**config.mk**
```make
export PLATFORM = sky130hd
export DESIGN_NAME = rtcAlarm
export DESIGN_NICKNAME = d
export VERILOG_FILES = /design/src/rtl/rtcAlarmPkg.sv /design/src/rtl/rtcAlarmRegs.sv /design/src/rtl/rtcAlarmCtrl.sv /design/src/rtl/rtcAlarm.sv
export SDC_FILE = /design/constraint.sdc
export NUM_CORES = 1
export LEC_CHECK = 0
export ABC_AREA = 1
export BUFFER_PORTS_ARGS = -buffer_cell sky130_fd_sc_hd__buf_4
export CORE_MARGIN = 5
export CORE_UTILIZATION = 43
export CTS_BUF_LIST = sky130_fd_sc_hd__clkbuf_4 sky130_fd_sc_hd__clkbuf_8 sky130_fd_sc_hd__clkbuf_16
export CTS_CLUSTER_DIAMETER = 50
export DETAILED_ROUTE_END_ITERATION = 8
export GPL_ROUTABILITY_DRIVEN = 0
export GPL_TIMING_DRIVEN = 0
export PLACE_DENSITY = 0.74
export RECOVER_POWER = 100
export SLEW_MARGIN = 20
export SYNTH_ARGS = -nofsm -noshare
export SYNTH_HDL_FRONTEND = slang
export SYNTH_SLANG_ARGS = --single-unit
```
**constraint.sdc**
```tcl
create_clock -name clk -period 1.3 [get_ports clk]
set_input_delay 0.195 -clock clk [delete_from_list [all_inputs] [get_ports clk]]
set_output_delay 0.195 -clock clk [all_outputs]
set_load 0.02 [all_outputs]
```
**src/rtl/rtcAlarmPkg.sv**
```systemverilog
package rtcAlarmPkg;
  localparam int DATA_W    = 8;
  localparam int FIELD_CNT = 4;
  localparam int SEL_W     = $clog2(FIELD_CNT);
  localparam int MASK_BIT  = DATA_W - 1;

  localparam int FLD_SEC  = 0;
  localparam int FLD_MIN  = 1;
  localparam int FLD_HOUR = 2;
  localparam int FLD_DATE = 3;

  typedef enum logic [2:0] {
    PER_MONTH,
    PER_DAY,
    PER_HOUR,
    PER_MINUTE,
    PER_SECOND
  } periodE;

  typedef struct packed {
    logic [FIELD_CNT-1:0] wrStb;
  } ctrlStrobeS;
endpackage

```
**src/rtl/rtcAlarmRegs.sv**
```systemverilog
module rtcAlarmRegs
  import rtcAlarmPkg::*;
(
  input  logic                              clk,
  input  logic                              rstN,
  input  ctrlStrobeS                        strobes,
  input  logic [DATA_W-1:0]                 wrData,
  input  logic [FIELD_CNT-1:0][DATA_W-1:0]  curTime,
  output logic [FIELD_CNT-1:0][DATA_W-1:0]  regFile,
  output logic [FIELD_CNT-1:0]              fieldMatch,
  output logic [FIELD_CNT-1:0]              maskBits
);
  logic [3:0] units;
  assign units = wrData[3:0];

  for (genvar i = 0; i < FIELD_CNT; i++) begin : gField
    localparam logic [2:0] TENS_MAX = (i == FLD_HOUR) ? 3'd2 :
                                      (i == FLD_DATE) ? 3'd3 : 3'd5;
    localparam logic [DATA_W-1:0] CMP_MASK = (i <= FLD_MIN) ? 8'h7F : 8'h3F;
    localparam logic [DATA_W-1:0] RST_VAL  = (i == FLD_DATE) ? 8'h01 : 8'h00;

    logic [2:0]        tens;
    logic              valid;
    logic [DATA_W-1:0] q;

    assign tens = wrData[6:4] & CMP_MASK[6:4];

    always_comb begin
      valid = (units <= 4'd9) && (tens <= TENS_MAX);
      if ((i == FLD_HOUR) && (tens == 3'd2) && (units > 4'd3)) valid = 1'b0;
      if ((i == FLD_DATE) && (tens == 3'd0) && (units == 4'd0)) valid = 1'b0;
    end

    always_ff @(posedge clk) begin
      if (!rstN) q <= RST_VAL;
      else if (strobes.wrStb[i] && valid) q <= wrData;
    end

    assign regFile[i]    = q;
    assign fieldMatch[i] = ((curTime[i] ^ q) & CMP_MASK) == '0;
    assign maskBits[i]   = q[MASK_BIT];
  end
endmodule

```
**src/rtl/rtcAlarmCtrl.sv**
```systemverilog
module rtcAlarmCtrl
  import rtcAlarmPkg::*;
(
  input  logic                 clk,
  input  logic                 rstN,
  input  logic                 wrEn,
  input  logic [SEL_W-1:0]     wrSel,
  input  logic                 secTick,
  input  logic                 flagRd,
  input  logic [FIELD_CNT-1:0] fieldMatch,
  input  logic [FIELD_CNT-1:0] maskBits,
  output ctrlStrobeS           strobes,
  output logic                 alarmIrq,
  output logic                 alarmFlag
);
  periodE               period;
  logic [FIELD_CNT-1:0] needMatch;
  logic                 fire;

  always_comb begin
    strobes = '0;
    if (wrEn) strobes.wrStb[wrSel] = 1'b1;
  end

  always_comb begin
    unique case (maskBits)
      4'b0000: period = PER_MONTH;
      4'b1000: period = PER_DAY;
      4'b1100: period = PER_HOUR;
      4'b1110: period = PER_MINUTE;
      default: period = PER_SECOND;
    endcase
  end

  always_comb begin
    unique case (period)
      PER_MONTH:  needMatch = 4'b1111;
      PER_DAY:    needMatch = 4'b0111;
      PER_HOUR:   needMatch = 4'b0011;
      PER_MINUTE: needMatch = 4'b0001;
      default:    needMatch = 4'b0000;
    endcase
  end

  assign fire = secTick && (&(fieldMatch | ~needMatch));

  always_ff @(posedge clk) begin
    if (!rstN) begin
      alarmIrq  <= 1'b0;
      alarmFlag <= 1'b0;
    end else begin
      alarmIrq  <= fire;
      alarmFlag <= fire | (alarmFlag & ~flagRd);
    end
  end
endmodule

```
**src/rtl/rtcAlarm.sv**
```systemverilog
module rtcAlarm
  import rtcAlarmPkg::*;
(
  input  logic              clk,
  input  logic              rstN,
  input  logic              secTick,
  input  logic [DATA_W-1:0] curSec,
  input  logic [DATA_W-1:0] curMin,
  input  logic [DATA_W-1:0] curHour,
  input  logic [DATA_W-1:0] curDate,
  input  logic              wrEn,
  input  logic [SEL_W-1:0]  wrSel,
  input  logic [DATA_W-1:0] wrData,
  input  logic [SEL_W-1:0]  rdSel,
  output logic [DATA_W-1:0] rdData,
  input  logic              flagRd,
  output logic              alarmIrq,
  output logic              alarmFlag
);
  ctrlStrobeS                       strobes;
  logic [FIELD_CNT-1:0][DATA_W-1:0] curTime;
  logic [FIELD_CNT-1:0][DATA_W-1:0] regFile;
  logic [FIELD_CNT-1:0]             fieldMatch;
  logic [FIELD_CNT-1:0]             maskBits;

  assign curTime[FLD_SEC]  = curSec;
  assign curTime[FLD_MIN]  = curMin;
  assign curTime[FLD_HOUR] = curHour;
  assign curTime[FLD_DATE] = curDate;
  assign rdData = regFile[rdSel];

  rtcAlarmCtrl uCtrl (
    .clk(clk), .rstN(rstN), .wrEn(wrEn), .wrSel(wrSel), .secTick(secTick),
    .flagRd(flagRd), .fieldMatch(fieldMatch), .maskBits(maskBits),
    .strobes(strobes), .alarmIrq(alarmIrq), .alarmFlag(alarmFlag)
  );

  rtcAlarmRegs uRegs (
    .clk(clk), .rstN(rstN), .strobes(strobes), .wrData(wrData),
    .curTime(curTime), .regFile(regFile), .fieldMatch(fieldMatch),
    .maskBits(maskBits)
  );
endmodule

```
==> impl_metrics.tcl, run 1 <==
set metrics [dict create \
    min_path_cells 3 \
    cts_hold_buf 0 \
    crit_path_largest_cell_delay_ns 0.34 \
    wirelength_mm 5.790 \
    cap_viol_max_count 0 \
    critPathLaunchType "register" \
    fillers 439 \
    highest_attainable_clock_frequency_ghz 0.7510 \
    grt_remaining_overflow 0 \
    syn-num-nets 354 \
    clock-sinks 34 \
    report.final.hold_viol_count 0 \
    layout.area.seq_um2 690.7 \
    synth_area_mm2 0.001966 \
    cts-root-to-sink-buffers 2 \
    failed_checks "setup timing" \
    power.switching_w 0.0006821 \
    yosys_warnings 0 \
    grt_antenna_before_repair 0 \
    cts_inserted_buffers 5 \
    globalRoute.busiestLayer "met2" \
    period_minus_slack_ns 1.332 \
    wire_length_of_the_first_global_routing_pass_mm 9.535 \
    rrSetupSlack_ns 0.14 \
    cp_data_required_time_ns 1.11 \
    grt_start_max_net_pins 11 \
    pre_cts_ws_ns -0.1685 \
    first_global_vias 2076 \
    hold_path_end "uRegs.gField[2].q[4]$_SDFFE_PN0P_" \
    final-setup-viol-count 7 \
    num_vias 2201 \
    critical_path.n_buffers_inverters 2 \
    clock_tree_from_tritoncts "built" \
    seq_power_share 0.459 \
    floorplan.die_area_mm2 0.006023 \
    criticalPathCategory "reg -> out" \
    cts.clk_slew.worst_paths_ns 0.06 \
    yosysSeqAreaShare 0.3463 \
    ff2ff_path_depth 10 \
    reg2reg_to "uCtrl.alarmFlag$_SDFF_PN0_" \
    track_usage 0.1963 \
    postLayoutCoreUtil 0.6142 \
    power.share.clock 0.316 \
    core-area_mm2 0.004384 \
    die-width_um 77.61 \
    post_drt_wl_per_cell_um 13.59 \
    flip_flop_and_latch_count_after_synthesis 34 \
    multiInputGateArea_mm2 0.001149 \
    proportion_of_layout_cells_with_a_drive_suffix_above_1 0.3316 \
    synthToLayoutAreaGrowth_pct 36.98 \
    timing.slew.headroom 0.7293 \
    hold_path.class "in -> reg" \
    clk_latency_ns 0.28 \
    first_pass_iters 4 \
    initial_core_utilization 0.4483 \
    rsz_0062_raised_after_global_routing "true" \
    place.detailed.hpwl_mm 4.384 \
    rows 24 \
    post-route-worst-setup-slack_ns -0.03163 \
    tightestPinTransition_ns 0.4061 \
    crit_path_max_delay_cell_type "dfxtp_2" \
    synth_cells 305 \
    critical_path.max_fanout 2 \
    drtAntennaViolNets 0 \
    cpLargestDelayFamily "flip-flops" \
    end_kind "primary output" \
    hold_path.startpoint "rstN" \
    power_density_mw_per_mm2 894.8 \
    p_int_w 0.001727 \
    port_bufs 51 \
    timing.critical_path.arrival_ns 1.14 \
    io_pins 59 \
    leakage_nw 1.228 \
    vias_per_cell 5.167 \
    htree_levels 2 \
    crit_chain "inv_2, a21oi_2, o21ai_2, o21ai_1, buf_4" \
    skew_ns 0.001901 \
    drc 0 \
    grt_use_met2 0.3247 \
    die_h_um 77.61 \
    groute.layer.met3.usage 0.05556 \
    layout_commonest_cell "nand2_1" \
    drv_slew 0 \
    swShare 0.2831 \
    layout.nets 424 \
    antenna_cells_inserted 0 \
    final_cell_mix "73 x nand2_1, 59 x buf_4, 33 x a21oi_1" \
    irDropWorstVdd_mv 0.4600 \
    power.share.combinational 0.225 \
    timing.rr.start "uRegs.gField[1].q[3]$_SDFFE_PN0P_" \
    final_min_period_over_clock_period 1.024 \
    synth_cell_type_count 24 \
    drt-initial-drc-count 149 \
    use_met1 0.2521 \
    cts-root-buf "clkbuf_8" \
    synth_area_per_cell_um2 6.445 \
    result_of_the_run "complete, but fails checks" \
]
## per-layer routing
| metal | vias to the layer above | wire length, um |
|---|---|---|
| met5 | - | 0 |
| met4 | 0 | 135 |
| met3 | 13 | 417 |
| met2 | 72 | 2781 |
| met1 | 996 | 2455 |
| li1 | 1120 | - |
## sequential cells by signal (all words and copies together), names as in the netlist
| signal | flops |
|---|---|
| uCtrl.alarmFlag | 1 |
| uCtrl.alarmIrq | 1 |
| uRegs.gField.q | 32 |
## worst max-delay path by stage
stage	end	depth (start not counted)	slack (ns)	from
floorplan	rdData[0]	5	0.06	rdSel[0]
global placement	rdData[7]	6	-0.15	rdSel[1]
detailed placement	uRegs.gField[0].q[4]$_SDFFE_PN0P_	6	-0.17	wrData[6]
CTS	rdData[2]	5	-0.03	uRegs.gField[2].q[2]$_SDFFE_PN0P_
global route	rdData[3]	5	-0.09	uRegs.gField[1].q[3]$_SDFFE_PN0P_
finish	rdData[2]	5	-0.03	uRegs.gField[2].q[2]$_SDFFE_PN0P_
## area by class of cell
cell class | count | share of cell area
flip-flops and latches | 34 | 0.2565
plain buffers | 9 | 0.02184
inverters | 45 | 0.06413
multi-input cells | 217 | 0.4266
clock buffers | 6 | 0.03067
well taps | 52 | 0.02416
repair buffers | 63 | 0.1761
## worst reg2reg max path: stages (launching register included)
cell,delay [ns]
dfxtp_2,0.33
inv_2,0.07
buf_4,0.12
nand2_1,0.04
nand2_1,0.05
nand2_1,0.05
nor2_1,0.10
nand2_1,0.07
nand2_1,0.08
nand3_2,0.07
o21bai_1,0.12
## per-stage QoR
| stage | instance area, um2 | std cells | total power [W] | setup TNS, ns | hold slack [ns] |
|---|---|---|---|---|---|
| 6_report | 2693 | 426 | 0.002409 | -0.1450 | 0.1895 |
| 5_1_grt | 2693 | 426 | 0.002525 | -0.9075 | 0.1915 |
| 4_1_cts | 2646 | 421 | 0.002401 | -0.1488 | 0.1723 |
| 3_5_place_dp | 2432 | 408 | 0.001603 | -2.232 | 0.4531 |
| 3_3_place_gp | 2432 | 408 | 0.001593 | -1.470 | 0.4506 |
| 2_1_floorplan | 1984 | 305 | 0.001379 | 0 | 0.3058 |
## Yosys cell counts
cell,count,area (um2)
a211oi_2,1,12.51
o21ai_2,4,35.03
o21ai_0,39,195.2
nor3_4,2,32.53
xor2_1,10,87.58
o21bai_1,1,7.510
inv_2,2,7.510
or2_1,1,6.260
nor3_1,1,5.000
buf_2,4,20.02
inv_1,43,161.4
nand2_1,73,274.0
clkbuf_1,4,15.01
buf_6,1,11.26
nor4_1,1,6.260
o211ai_1,1,7.510
nor3b_1,1,7.510
nand3_1,11,55.05
nor2_1,22,82.58
a21oi_1,45,225.2
dfxtp_1,34,680.7
nand2_2,2,12.51
xnor2_1,1,8.760
a21oi_2,1,8.760
## power by group through the flow
stage	clock [W]	sequential, W	combinational [W]
floorplan	0	0.00112	0.000263
global placement	0	0.00112	0.000469
detailed placement	0	0.00112	0.000478
CTS	0.000777	0.00110	0.000519
global route	0.000814	0.00111	0.000602
finish	0.000761	0.00111	0.000542
## logic make-up after synthesis
family / count (synthesis) / share of synthesized area
buffers and inverters: 54 / 0.1095
XOR/XNOR: 11 / 0.04901
AND/OR/NAND/NOR: 114 / 0.2451
flip-flops: 34 / 0.3463
AO/OA/AOI/OAI: 92 / 0.2502
## timing repair
item / CTS / global route
gates resized for setup: 46 / 11
setup buffers: 7 / 5
setup endpoints to repair: 8 / 9
gates cloned: 0 / 0
pin swaps: 6 / 10
Note: power is estimated with default switching activity, not from simulation.
==> inputs of run 2 (changes only) <==
--- a/config.mk
+++ b/config.mk
@@ -5,7 +5,6 @@
 export SDC_FILE = /design/constraint.sdc
 export NUM_CORES = 1
 export LEC_CHECK = 0
-export ABC_AREA = 1
 export BUFFER_PORTS_ARGS = -buffer_cell sky130_fd_sc_hd__buf_4
 export CORE_MARGIN = 5
 export CORE_UTILIZATION = 43
@@ -14,7 +13,7 @@
 export DETAILED_ROUTE_END_ITERATION = 8
 export GPL_ROUTABILITY_DRIVEN = 0
 export GPL_TIMING_DRIVEN = 0
-export PLACE_DENSITY = 0.74
+export PLACE_DENSITY = 0.77
 export RECOVER_POWER = 100
 export SLEW_MARGIN = 20
 export SYNTH_ARGS = -nofsm -noshare
==> constraint.sdc (replaced) <==
create_clock -name clk -period 1.2 [get_ports clk]
set_input_delay 0.18 -clock clk [delete_from_list [all_inputs] [get_ports clk]]
set_output_delay 0.18 -clock clk [all_outputs]
set_load 0.02 [all_outputs]
==> run 2 against run 1 <==
  * The run still ends with setup timing left
  * Utilization grew 4.8 points
  * Sequential power grew 5%
  * Die area shrank 8.7%
  * Critical endpoint is now rdData[4]
  * Highest routed layer unchanged
==> impl_metrics.tcl, run 2 <==
set metrics [dict create \
    cpLargestDelayFamily "multiplexers" \
    synthDominantAreaCellType "dfxtp_1" \
    clock_tree_from_tritoncts "built" \
    syn-num-nets 218 \
    cts_inserted_buffers 5 \
    post-route-worst-setup-slack_ns -0.2661 \
    final_cell_mix "56 x buf_4, 31 x nor2_1, 28 x mux2i_1" \
    failed_checks "setup timing" \
    hold_ws_ns 0.09476 \
    reg_top3 "uRegs.gField.q: 32 flops, uCtrl.alarmFlag: 1 flops, uCtrl.alarmIrq: 1 flops" \
    final-setup-viol-count 14 \
    drc 0 \
    leakage_nw 1.220 \
    critPathLaunchType "register" \
    layout.nets 300 \
    wirelength_mm 5.925 \
    proportion_of_layout_cells_with_a_drive_suffix_above_1 0.5240 \
    crit_path_largest_cell_delay_ns 0.50 \
    cts-root-buf "clkbuf_8" \
    yosys-top-cells-area "dfxtp_1 38%, mux2i_1 16%, mux4_2 10%" \
    critical_path.n_buffers_inverters 1 \
    layout.area.seq_um2 718.2 \
    synth_area_per_cell_um2 10.48 \
    skew_ns 0.002691 \
    first_global_vias 1667 \
    netlist.area_leader.share 0.3845 \
    drv_slew 0 \
    grt_remaining_overflow 0 \
    tightestPinTransition_ns 0.5110 \
    synth_most_common_cell "dfxtp_1" \
    drt-initial-drc-count 140 \
    crit_chain "mux4_2, buf_6" \
    reg2reg_to "uCtrl.alarmFlag$_SDFF_PN0_" \
    postLayoutCoreUtil 0.6619 \
    cts.clk_slew.worst_paths_ns 0.06 \
    timing.slew.headroom 0.6593 \
    rows 23 \
    vias_per_cell 5.603 \
    irDropWorstVdd_mv 0.6970 \
    synth_area_mm2 0.001770 \
    core-area_mm2 0.004000 \
    num_vias 1681 \
    yosysSeqAreaShare 0.3845 \
    criticalPathCategory "reg -> out" \
    multiInputGateArea_mm2 0.001109 \
    hold_path.class "in -> reg" \
    timing.rr.start "uRegs.gField[3].q[5]$_SDFFE_PN0P_" \
    cap_viol_max_count 0 \
    route.met3.wl_um 442 \
    grt_start_max_net_pins 11 \
    asyncSetResetFlopFracSynth 0 \
    flip_flop_and_latch_count_after_synthesis 34 \
    drtAntennaViolNets 0 \
    layout_commonest_cell "buf_4" \
    dominantRegCellSynth "dfxtp_1" \
    result_of_the_run "complete, but fails checks" \
    largest_register_ffs 32 \
    timing.critical_path.arrival_ns 1.29 \
    wire_length_of_the_first_global_routing_pass_mm 8.562 \
    floorplan.die_area_mm2 0.005500 \
    synth_cells 169 \
    cts-root-to-sink-buffers 2 \
    die-width_um 74.17 \
    end_kind "primary output" \
    post_synth_most_frequent_cells "34 x dfxtp_1, 31 x nor2_1, 28 x mux2i_1" \
    synth_cell_type_count 29 \
    min_path_cells 2 \
    synthToLayoutAreaGrowth_pct 49.54 \
    report.final.hold_viol_count 0 \
    period_minus_slack_ns 1.466 \
    io_pins 59 \
    post_drt_wl_per_cell_um 19.75 \
    port_bufs 49 \
    final_min_period_over_clock_period 1.222 \
    first_pass_iters 4 \
    critical_path.max_fanout 3 \
    rrSetupSlack_ns -0.19 \
    htree_levels 2 \
    hold_path_end "uRegs.gField[3].q[0]$_SDFFE_PN1P_" \
    routedLengthMet1_mm 2.320 \
    crit_path_max_delay_cell_type "mux4_2" \
    cp_data_required_time_ns 1.02 \
    power_density_mw_per_mm2 936.3 \
    clk_latency_ns 0.29 \
    initial_core_utilization 0.4426 \
    numPlacedInstances 268 \
    place.detailed.hpwl_mm 3.739 \
    fillers 304 \
    antenna_cells_inserted 0 \
    synth-edff-count 0 \
    yosys_warnings 0 \
    top_layer_used_by_detailed_routing "met4" \
    rsz_0062_raised_after_global_routing "true" \
    ff2ff_path_depth 6 \
    final_cells 300 \
    die_h_um 74.17 \
    clock-sinks 34 \
    track_usage 0.2123 \
    worstSetupPathDepth 2 \
    register_bank_with_the_most_flops "uRegs.gField.q" \
    met2_length_mm 2.964 \
    highest_attainable_clock_frequency_ghz 0.6821 \
    grt_antenna_before_repair 0 \
    hold_path.startpoint "rstN" \
]
run 2: logic make-up after synthesis:
logic type | share of synthesized area
buffers and inverters | 0.01979
and+or+nand+nor | 0.1378
AOI/OAI and AO/OA | 0.06925
DFF | 0.3845
muxes | 0.2601
xor gates and xnor gates | 0.1286
run 2: what timing repair did:
item / CTS / global route
pin swaps: 5 / 4
hold buffers: 0 / 0
setup endpoints to repair: 33 / 26
buffers inserted: 20 / 6
gates resized for setup: 49 / 12
run 2: cell type report:
cell class                 count  share of cell area
inverter                       2            0.002836
sequential                    34              0.2713
multi-input combinational    126              0.4187
timing repair buffer          75              0.2405
tap                           50             0.02363
buffer                         7             0.01181
clock buffer                   6             0.03119
run 2: worst max-delay path by stage:
stage | from | endpoint
floorplan | wrData[2] | uRegs.gField[3].q[1]$_SDFFE_PN0P_
detailed placement | wrData[2] | uRegs.gField[3].q[7]$_SDFFE_PN0P_
CTS | uRegs.gField[3].q[0]$_SDFFE_PN1P_ | rdData[0]
global route | uRegs.gField[3].q[5]$_SDFFE_PN0P_ | uCtrl.alarmFlag$_SDFF_PN0_
finish | uRegs.gField[3].q[4]$_SDFFE_PN0P_ | rdData[4]
global placement | wrData[2] | uRegs.gField[3].q[6]$_SDFFE_PN0P_
run 2: routing by layer:
metal,track usage,vias to the layer above
li1,-,768
met1,0.2550,800
met3,0.04865,24
met2,0.3642,89
met4,0.08853,0
met5,0,-
run 2: power by group:
part,internal [W],leakage (nW),switching [W]
registers,0.00115,0.288,0.0000207
logic,0.000256,0.889,0.000214
clock network,0.000442,0.0431,0.000392
total,0.00185,1.22,0.000627
run 2: stage by stage:
| step | setup WS, ns | TNS [ns] | power, W | cell area [um2] |
|---|---|---|---|---|
| 3_5_place_dp | -0.5643 | -12.44 | 0.001575 | 2217 |
| 5_1_grt | -0.2886 | -3.287 | 0.002550 | 2648 |
| 4_1_cts | -0.2459 | -2.348 | 0.002447 | 2600 |
| 6_report | -0.2661 | -2.456 | 0.002479 | 2648 |
| 3_3_place_gp | -0.5545 | -11.77 | 0.001570 | 2217 |
| 2_1_floorplan | -0.2659 | -3.184 | 0.001388 | 1787 |
